### src/rtl/nmea_pkg.sv
package nmea_pkg;

    localparam int ADDR_LEN = 5;
    localparam int N_KINDS  = 3;

    localparam logic [7:0] CH_DOLLAR = 8'h24;
    localparam logic [7:0] CH_STAR   = 8'h2A;
    localparam logic [7:0] CH_CR     = 8'h0D;
    localparam logic [7:0] CH_LF     = 8'h0A;

    typedef enum logic [2:0] {
        PH_IDLE,
        PH_ADDR,
        PH_BODY,
        PH_CKHI,
        PH_CKLO,
        PH_TAIL,
        PH_LF
    } phase_t;

    // Character at position pos of the address belonging to type code kind.
    function automatic logic [7:0] addr_char(input int kind, input logic [2:0] pos);
        logic [8*ADDR_LEN-1:0] word;
        case (kind)
            0:       word = "GPGGA";
            1:       word = "GPRMC";
            default: word = "GPVTG";
        endcase
        return word[8*(ADDR_LEN-1-int'(pos)) +: 8];
    endfunction

endpackage

### src/rtl/nmea_hex_nibble.sv
module nmea_hex_nibble (
    input  logic [7:0] ch,
    output logic [3:0] val,
    output logic       is_hex
);
    always_comb begin
        val    = 4'h0;
        is_hex = 1'b1;
        if (ch >= 8'h30 && ch <= 8'h39) begin
            val = 4'(ch - 8'h30);
        end else if (ch >= 8'h41 && ch <= 8'h46) begin
            val = 4'(ch - 8'h37);
        end else if (ch >= 8'h61 && ch <= 8'h66) begin
            val = 4'(ch - 8'h57);
        end else begin
            is_hex = 1'b0;
        end
    end
endmodule

### src/rtl/nmea_addr_match.sv
module nmea_addr_match
    import nmea_pkg::*;
#(
    parameter int KINDS = N_KINDS,
    parameter int KW    = (KINDS > 1) ? $clog2(KINDS) : 1
) (
    input  logic [7:0]       ch,
    input  logic [2:0]       pos,
    input  logic [KINDS-1:0] live_in,
    output logic [KINDS-1:0] live_out,
    output logic [KW-1:0]    kind
);
    // One comparator per wanted address; a candidate stays alive while
    // every character so far has matched.
    for (genvar k = 0; k < KINDS; k++) begin : g_cand
        assign live_out[k] = live_in[k] && (ch == addr_char(k, pos));
    end

    always_comb begin
        kind = '0;
        for (int k = KINDS - 1; k >= 0; k--) begin
            if (live_out[k]) kind = KW'(k);
        end
    end
endmodule

### src/rtl/nmea_filter.sv
module nmea_filter
    import nmea_pkg::*;
#(
    parameter int MAX_LEN = 82,
    parameter int KINDS   = N_KINDS,
    parameter int KW      = (KINDS > 1) ? $clog2(KINDS) : 1
) (
    input  logic          clk,
    input  logic          rst_n,
    input  logic          in_valid,
    input  logic [7:0]    in_byte,
    output logic          pay_valid,
    output logic [7:0]    pay_byte,
    output logic [KW-1:0] pay_type,
    output logic          sent_done,
    output logic          sent_ok,
    output logic [KW-1:0] sent_type
);
    localparam int LW = $clog2(MAX_LEN + 2);

    typedef struct packed {
        phase_t          ph;
        logic [LW-1:0]   len;
        logic [2:0]      apos;
        logic [KINDS-1:0] live;
        logic [7:0]      sum;
        logic [7:0]      got;
        logic            bad;
        logic [KW-1:0]   kind;
        logic            pay_v;
        logic [7:0]      pay_b;
        logic            done;
        logic            ok;
    } state_t;

    state_t q, d;

    logic [KINDS-1:0] live_nx;
    logic [KW-1:0]    kind_nx;
    logic [3:0]       nib;
    logic             nib_ok;
    logic [LW-1:0]    len_nx;

    nmea_addr_match #(.KINDS(KINDS), .KW(KW)) u_match (
        .ch       (in_byte),
        .pos      (q.apos),
        .live_in  (q.live),
        .live_out (live_nx),
        .kind     (kind_nx)
    );

    nmea_hex_nibble u_nib (
        .ch     (in_byte),
        .val    (nib),
        .is_hex (nib_ok)
    );

    assign len_nx = q.len + LW'(1);

    always_comb begin
        d       = q;
        d.pay_v = 1'b0;
        d.done  = 1'b0;
        d.ok    = 1'b0;
        if (in_valid) begin
            if (in_byte == CH_DOLLAR) begin
                d.ph   = PH_ADDR;
                d.len  = LW'(1);
                d.apos = '0;
                d.live = '1;
                d.sum  = '0;
                d.got  = '0;
                d.bad  = 1'b0;
            end else if (q.ph != PH_IDLE && int'(len_nx) > MAX_LEN) begin
                d.ph = PH_IDLE;
            end else begin
                if (q.ph != PH_IDLE) d.len = len_nx;
                case (q.ph)
                    PH_ADDR: begin
                        d.sum  = q.sum ^ in_byte;
                        d.live = live_nx;
                        d.apos = q.apos + 3'd1;
                        if (live_nx == '0) begin
                            d.ph = PH_IDLE;
                        end else if (q.apos == 3'(ADDR_LEN - 1)) begin
                            d.ph   = PH_BODY;
                            d.kind = kind_nx;
                        end
                    end
                    PH_BODY: begin
                        if (in_byte == CH_STAR) begin
                            d.ph = PH_CKHI;
                        end else if (in_byte == CH_CR) begin
                            d.bad = 1'b1;
                            d.ph  = PH_LF;
                        end else begin
                            d.sum   = q.sum ^ in_byte;
                            d.pay_v = 1'b1;
                            d.pay_b = in_byte;
                        end
                    end
                    PH_CKHI: begin
                        d.got[7:4] = nib;
                        d.bad      = q.bad | ~nib_ok;
                        d.ph       = PH_CKLO;
                    end
                    PH_CKLO: begin
                        d.got[3:0] = nib;
                        d.bad      = q.bad | ~nib_ok;
                        d.ph       = PH_TAIL;
                    end
                    PH_TAIL: begin
                        if (in_byte == CH_CR) d.ph = PH_LF;
                        else                  d.bad = 1'b1;
                    end
                    PH_LF: begin
                        if (in_byte == CH_LF) begin
                            d.done = 1'b1;
                            d.ok   = ~q.bad && (q.got == q.sum);
                        end
                        d.ph = PH_IDLE;
                    end
                    default: d.ph = PH_IDLE;
                endcase
            end
        end
    end

    always_ff @(posedge clk or negedge rst_n) begin
        if (!rst_n) q <= '0;
        else        q <= d;
    end

    assign pay_valid = q.pay_v;
    assign pay_byte  = q.pay_b;
    assign pay_type  = q.kind;
    assign sent_done = q.done;
    assign sent_ok   = q.ok;
    assign sent_type = q.kind;

    AST_DOLLAR_RESTARTS: assert property (@(posedge clk) disable iff (!rst_n)
        (in_valid && in_byte == CH_DOLLAR) |=> (q.ph == PH_ADDR && !sent_done));

    AST_KIND_LEGAL: assert property (@(posedge clk) disable iff (!rst_n)
        pay_valid |-> (int'(pay_type) < KINDS));

    AST_PAY_NO_MARKER: assert property (@(posedge clk) disable iff (!rst_n)
        pay_valid |-> (pay_byte != CH_STAR && pay_byte != CH_DOLLAR && pay_byte != CH_CR));

    AST_VERDICT_AFTER_LF: assert property (@(posedge clk) disable iff (!rst_n)
        sent_done |-> $past(in_valid && in_byte == CH_LF));

    AST_VERDICT_PULSE: assert property (@(posedge clk) disable iff (!rst_n)
        sent_done |=> !sent_done);

    AST_LEN_BOUND: assert property (@(posedge clk) disable iff (!rst_n)
        int'(q.len) <= MAX_LEN);

    AST_OK_NEEDS_DONE: assert property (@(posedge clk) disable iff (!rst_n)
        sent_ok |-> sent_done);

endmodule

### config.mk
export PLATFORM = sky130hd
export DESIGN_NAME = nmea_filter
export DESIGN_NICKNAME = d
export VERILOG_FILES = /design/src/rtl/nmea_pkg.sv /design/src/rtl/nmea_hex_nibble.sv /design/src/rtl/nmea_addr_match.sv /design/src/rtl/nmea_filter.sv
export SDC_FILE = /design/constraint.sdc
export NUM_CORES = 1
export LEC_CHECK = 0
export BUFFER_PORTS_ARGS = -buffer_cell sky130_fd_sc_hd__clkbuf_2
export CAP_MARGIN = 10
export CORE_MARGIN = 2
export CORE_UTILIZATION = 50
export DETAILED_ROUTE_END_ITERATION = 7
export PLACE_DENSITY = 0.71
export SETUP_SLACK_MARGIN = 0.15
export SYNTH_ARGS = -nofsm -noshare
export SYNTH_HDL_FRONTEND = slang
export SYNTH_SLANG_ARGS = --single-unit
### constraint.sdc
create_clock -name clk -period 2.5 [get_ports clk]
set_input_delay 0.25 -clock clk [delete_from_list [all_inputs] [get_ports clk]]
set_output_delay 0.25 -clock clk [all_outputs]
set_load 0.05 [all_outputs]
## Yosys cells after proc, flatten, opt, wreduce, memory -nomap -nowiden

Cells that the tools add are included.
Widths: inputs -> output; s select.

- Eq/ne operators: 21
- Shifts and indexed selects: 3
- Add/sub/neg operators: 6
- Reductions and logical operators: 26
- Magnitude comparators: 7
- Muxes and demuxes: 38
- Bitwise gates (word level): 9

Operators by type and width:

| cell | count |
|---|---|
| $shiftx 40x7->8 const A | 3 |
| $mux 43 | 1 |
| $mux 33 | 1 |
| $eq 8x8->1 | 4 |
| $mux 9 | 3 |
| $mux 11 | 2 |
| $mux 4 | 5 |
| $reduce_and 6->1 | 3 |
| $eq 8x4->1 const B | 2 |
| $eq 8x6->1 const B | 2 |
| $ge 8x7->1 const B | 2 |
| $le 8x7->1 const B | 2 |
| $mux 2 | 8 |
| $mux 8 | 2 |
| $pmux 8 s2 | 1 |
| $mux 3 | 5 |
| $pmux 3 s5 | 1 |
| $eq 3x3->1 const B | 4 |
| $ne 3x3->1 const B | 4 |
| $reduce_and 3->1 | 4 |
| $ge 8x6->1 const B | 1 |
| $le 8x6->1 const B | 1 |
| $logic_and 1x1->1 | 8 |
| $reduce_bool 2->1 | 4 |
| other kinds (23) | 37 |

- Register bits: 46
- Logic and storage cells: 123
- Input bits: 11
- Output and inout bits: 15

## Longest topological paths before layout

- Depth in word-level cells: 13
- Mapped depth: 12
- Gate-level depth less buffers: 10

## Cells and area by module

Synthesis repeated with hierarchy kept, for this count alone.

- Cells, all modules: 356
- Area, all modules: 3349.5 sq um

By module, submodules not included:

| module | area an instance (sq um) | cells each | times used | sequential area each (sq um) |
|---|---|---|---|---|
| nmea_filter | 2671.3 | 264 | 1 | 1151.1 |
| nmea_addr_match | 488.0 | 67 | 1 | 0.0 |
| nmea_hex_nibble | 190.2 | 25 | 1 | 0.0 |

## Least setup slack after synthesis

Ideal clock, no wire load.

- Path type: register to register
- Start: reg q[33] (netlist name)
- End: reg q[44] (netlist name)
- Buffers on the path: 2
- Required time: 2.372 ns
- Setup time: 0.128 ns
- Arrival: 2.544 ns
- Stages on the path, launching flop included: 12
- Clock period less this slack: 2.673 ns
- Setup slack: -0.173 ns
- Cells stage by stage: dfrtp_1 -> clkbuf_1 -> inv_1 -> ha_1 -> ha_1 -> clkbuf_1 -> nor4b_1 -> o41ai_1 -> o2111a_1 -> a211o_1 -> a22oi_1 -> o32ai_1

- Longest elaborated chain between the ends: 9
- Elaborated cells on any way between the ends: 18
- Those cells by class: add/sub (1); eq/ne (5); shift (3); mux (4); reduce/logical (5)

RTL lines:

| what | line | RTL |
|---|---|---|
| start: declaration | nmea_filter.sv:36 | `state_t q, d;` |
| start signal: assignment | nmea_filter.sv:130 | `if (!rst_n) q <= '0;` |
| start signal: assignment | nmea_filter.sv:131 | `else q <= d;` |
| $sub 3x3->4 | nmea_pkg.sv:29 | `return word[8*(ADDR_LEN-1-int'(pos)) +: 8];` |
| $shiftx 40x7->8 | nmea_pkg.sv:29 |  |
| $eq 8x8->1 | nmea_addr_match.sv:16 | `assign live_out[k] = live_in[k] && (ch == addr_char(k, pos));` |
| $logic_and 1x1->1 | nmea_addr_match.sv:16 |  |
| $logic_not 3->1 | nmea_filter.sv:83 | `if (live_nx == '0) begin` |
| $mux 3 | nmea_filter.sv:83 |  |
| $pmux 3 s5 | nmea_filter.sv:78 | `case (q.ph)` |
| $mux 3 | nmea_filter.sv:74 | `end else if (q.ph != PH_IDLE && int'(len_nx) > MAX_LEN) begin` |
| $mux 33 | nmea_filter.sv:66 | `if (in_byte == CH_DOLLAR) begin` |

Parallel ways exist; a longest one is shown, timed or not.
A chain may end at the register's enable or synchronous reset.

## Final worst setup path

- Start: reg q[36] (netlist name)
- End: reg q[43] (netlist name)

- Longest elaborated chain between the ends: 5
- Elaborated cells on any way between the ends: 7
- Those cells by class: add/sub (1); order compare (1); eq/ne (1); mux (2); reduce/logical (2)

RTL lines:

| what | line | RTL |
|---|---|---|
| $add 7x1->7 * | nmea_filter.sv:58 | `assign len_nx = q.len + LW'(1);` |
| $gt 7x7->1 * | nmea_filter.sv:74 |  |
| $logic_and 1x1->1 * | nmea_filter.sv:74 |  |
| $ne 5x5->1 (no source line) / $mux 3 (equally long branches) | - |  |
| $reduce_and 2->1 (no source line) / $mux 33 (equally long branches) | - |  |

Every way passes the cells marked *; elsewhere a longest branch is shown, timed or not.

==> summary.txt <==
Job
  • Max Cap Violations: 0

Synth
  • Synth area leaders: dfrtp_1, mux2_2, o21ai_0
  • Syn_nets: ~360
  • Synth cell count leaders: dfrtp_1, nand2_1, o21ai_0
  • Post-synthesis sequential area ratio: between 30% and 40%
  • Mux cell area share after synthesis: roughly 6.8%
  • Area leader, netlist: dfrtp_1
  • Yosys cell types: 63
  • Ys async rst share: 100%
  • Cell area after synthesis: 3060 sq um
  • Xor and xnor fraction of the mapped netlist area: 5.72%
  • Leading register cell type out of synthesis: dfrtp_1
  • Post-synth EDFFs: 0
  • Seq cells post-synth: 46
  • Top cell type's share of synthesized area: between 30% and 40%
  • Synth Area in Simple Gates: between 20% and 30%
  • Synth warn: 0
  • Synth Area in Adders: 4.09%
  • Most common cell in the netlist: dfrtp_1
  • Instance count of the mapped netlist: about 340
  • Synthesized area per cell: approximately 9.0 sq um
  • Combinational family with the most area after synthesis: simple AND/OR/NAND/NOR gates
  • Compound-Gate Fraction of Synth Area: 18.5%

Global route
  • Congestion Overflow GR: 0
  • Largest net degree at the start of global routing: 31
  • Global-route usage over all layers: around a quarter
  • Global-route wire length before repair: ~12 mm
  • Antenna violations before repair: 0
  • Vias in the first global route: between 2000 and 3000

Drt
  • Via density: ~6
  • Detailed Routing Iterations Pass 1: 5
  • DR vias: roughly 2800
  • Wire per inst: approximately 17 microns
  • Initial DRC count: 196
  • Final wirelength: around 8 mm
  • Detail Route Antenna Nets: 0
  • Residual DRC: 0

STA
  • Setup-failing EPs final: 30
  • Tcrit/Tclk final: 105%
  • Worst Setup Slack, final: -126 ps
  • Relative slew slack: around 59%
  • Fin Hold WS: around 270 ps
  • Slew @ Worst Pin: between 600 and 700 ps
  • Setup_tns: -1620 ps
  • Slew Viols, Final: 0
  • FMAX: about 0.38 GHz
  • Fin crit period: 2630 ps
  • Post-Route Skew: 5.71 ps
  • RSZ-0062 raised after global routing: yes
  • Final hold vios: 0

CTS
  • CTS tree: built
  • Clock root cell: clkbuf_8
  • Clk_lat worst skew: 300 ps
  • Cts bufs inserted: 5
  • Max H-tree Level: 2
  • Clock transition at path regs: 90 ps
  • Clock Sink Count: between 40 and 50
  • Clk buf depth: 2

Setup path
  • R2r setup slk: -130 ps
  • Crit path from: q[36]
  • CP Launch Type: flip-flop
  • R2R depth: 9
  • CP max stage cell: dfrtp_1
  • Crit path cell chain: ha_2 -> or3_4 -> a2111oi_4 -> o211ai_4 -> buf_4 -> a21o_4 -> nor4_4 -> nand4_1 -> a41oi_1
  • Worst Path Max Fanout: 8
  • Crit path to: q[43]
  • Critical path class: flip-flop to flip-flop
  • Worst Setup End Kind: flip-flop
  • Critical path depth in cells: 9
  • CP bufs+invs: 1
  • Top delay family on crit path: compound AO/OA/AOI/OAI gates
  • R2r endpoint: q[43]
  • R2R Path Start: q[36]
  • Slowest stage delay, CP: around 420 ps
  • Worst path required time: 2720 ps
  • WP data arrival: about 2900 ps

Final layout
  • Post-layout nets: 406
  • Antenna Cells: 0
  • Layout cells sized above 1: a little over a third
  • Non-Filler Instances: roughly 460
  • Area Growth Syn to Fin: 29.1%

Placement
  • Placed Cells: approximately 440
  • Post-DP HPWL: 5.28 mm
  • IO buf count: 25
  • Final estimated routing congestion in global placement: 0.891
  • Place WS: -63.4 ps

Floorplanning
  • FP Rows: 28
  • Core Region: about 5900 sq um
  • Die area: 6760 sq um
  • Starting Density: 51.7%
  • Die X: approximately 82 microns
  • Chip Height: about 80 microns
  • IO Count: 26

Min path
  • Worst hold path type: input port to flip-flop

Power
  • Pleak: around 1.7 nW
  • Max rail drop VDD: a little under 0.8 mV
  • Pwr dens: about 1100 nW/um^2
  • Total power: about 4.3 mW

Status
  • Status: finished, violations left
  • Failing checks: setup timing
## cells in the final DEF (no fill, tap or decap), drive strengths merged, types with 6 or more instances in the layout
master,count
dfrtp,46
buf,41
nand2,40
o21ai,32
clkbuf,31
nor2,24
mux2,14
xnor2,13
a21oi,12
inv,11
nor3,11
nand3,10
ha,10
xor2,7
o31ai,6
## final cells by class
class	instances	area (sq um)
Timing Repair Buffer	67	482
Tap cell	75	93.8
Clock buffer	6	82.6
Inverter	11	41.3
Multi-Input combinational cell	254	2040
Clock inverter	2	60.1
Fill cell	450	1970
Sequential cell	46	1150
## sequential cells by signal, indices dropped and copies added (netlist names)
signal / flops
pay_type: 2
sent_ok: 1
sent_done: 1
pay_valid: 1
q: 33
pay_byte: 8
## where the power goes
group	internal, mW	switching (mW)	total, mW	leakage, nW
clock network	0.426	0.261	0.687	0.0714
logic	1.09	1.30	2.38	1.04
registers	0.982	0.219	1.20	0.582
total	2.49	1.78	4.27	1.70
## kinds of logic (layout without fill, tap and decap cells)
kind of cell / Yosys count / after routing
xor+xnor: 20 / 20
compound gates: 85 / 85
fa+ha+maj: 10 / 10
flops: 46 / 46
mux: 19 / 19
buf+inv: 41 / 86
simple gates: 120 / 120
## repair_timing
action                                 in CTS  in global routing
pin swaps                                   5                 22
hold buffers                                1                  0
setup endpoints to repair                  42                 44
buffers inserted                            6                 11
endpoints found under the hold margin      16                  0
resized for setup                          27                 51
## worst register-to-register path, stage by stage, from the launching register on
cell and delay, ps:
dfrtp_1 420, ha_2 210, or3_4 340, a2111oi_4 420
o211ai_4 170, buf_4 190, a21o_4 250, nor4_4 210
nand4_1 130, a41oi_1 220
## worst min path at each step
stage / start / endpoint / depth (start not counted)
6_report: in_byte[7] / q[29] / 3
5_1_grt: in_byte[7] / q[29] / 3
2_1_floorplan: rst_n / pay_byte[0] / 0
3_5_place_dp: rst_n / q[37] / 1
4_1_cts: in_byte[7] / q[29] / 3
3_3_place_gp: rst_n / q[36] / 1
## per-stage QoR
| stage | instance area, sq um | utilization (%) |
|---|---|---|
| after CTS | 3690 | 62.4 |
| after floorplan | 3160 | - |
| after global placement | 3380 | 57.0 |
| after global routing | 3950 | 66.7 |
| final | 3950 | 66.7 |
| after detailed placement | 3380 | 57.0 |
## per-layer routing
| layer | up-vias | GRT usage, % | part of all wire (%) |
|---|---|---|---|
| met4 | 0 | 8.67 | 2.4 |
| met3 | 20 | 3.91 | 4.3 |
| met2 | 85 | 39.7 | 52 |
| li1 | 1303 | - | - |
| met1 | 1387 | 30.0 | 42 |
| met5 | - | 0 | 0 |
Note: power is estimated with default switching activity, not from simulation.
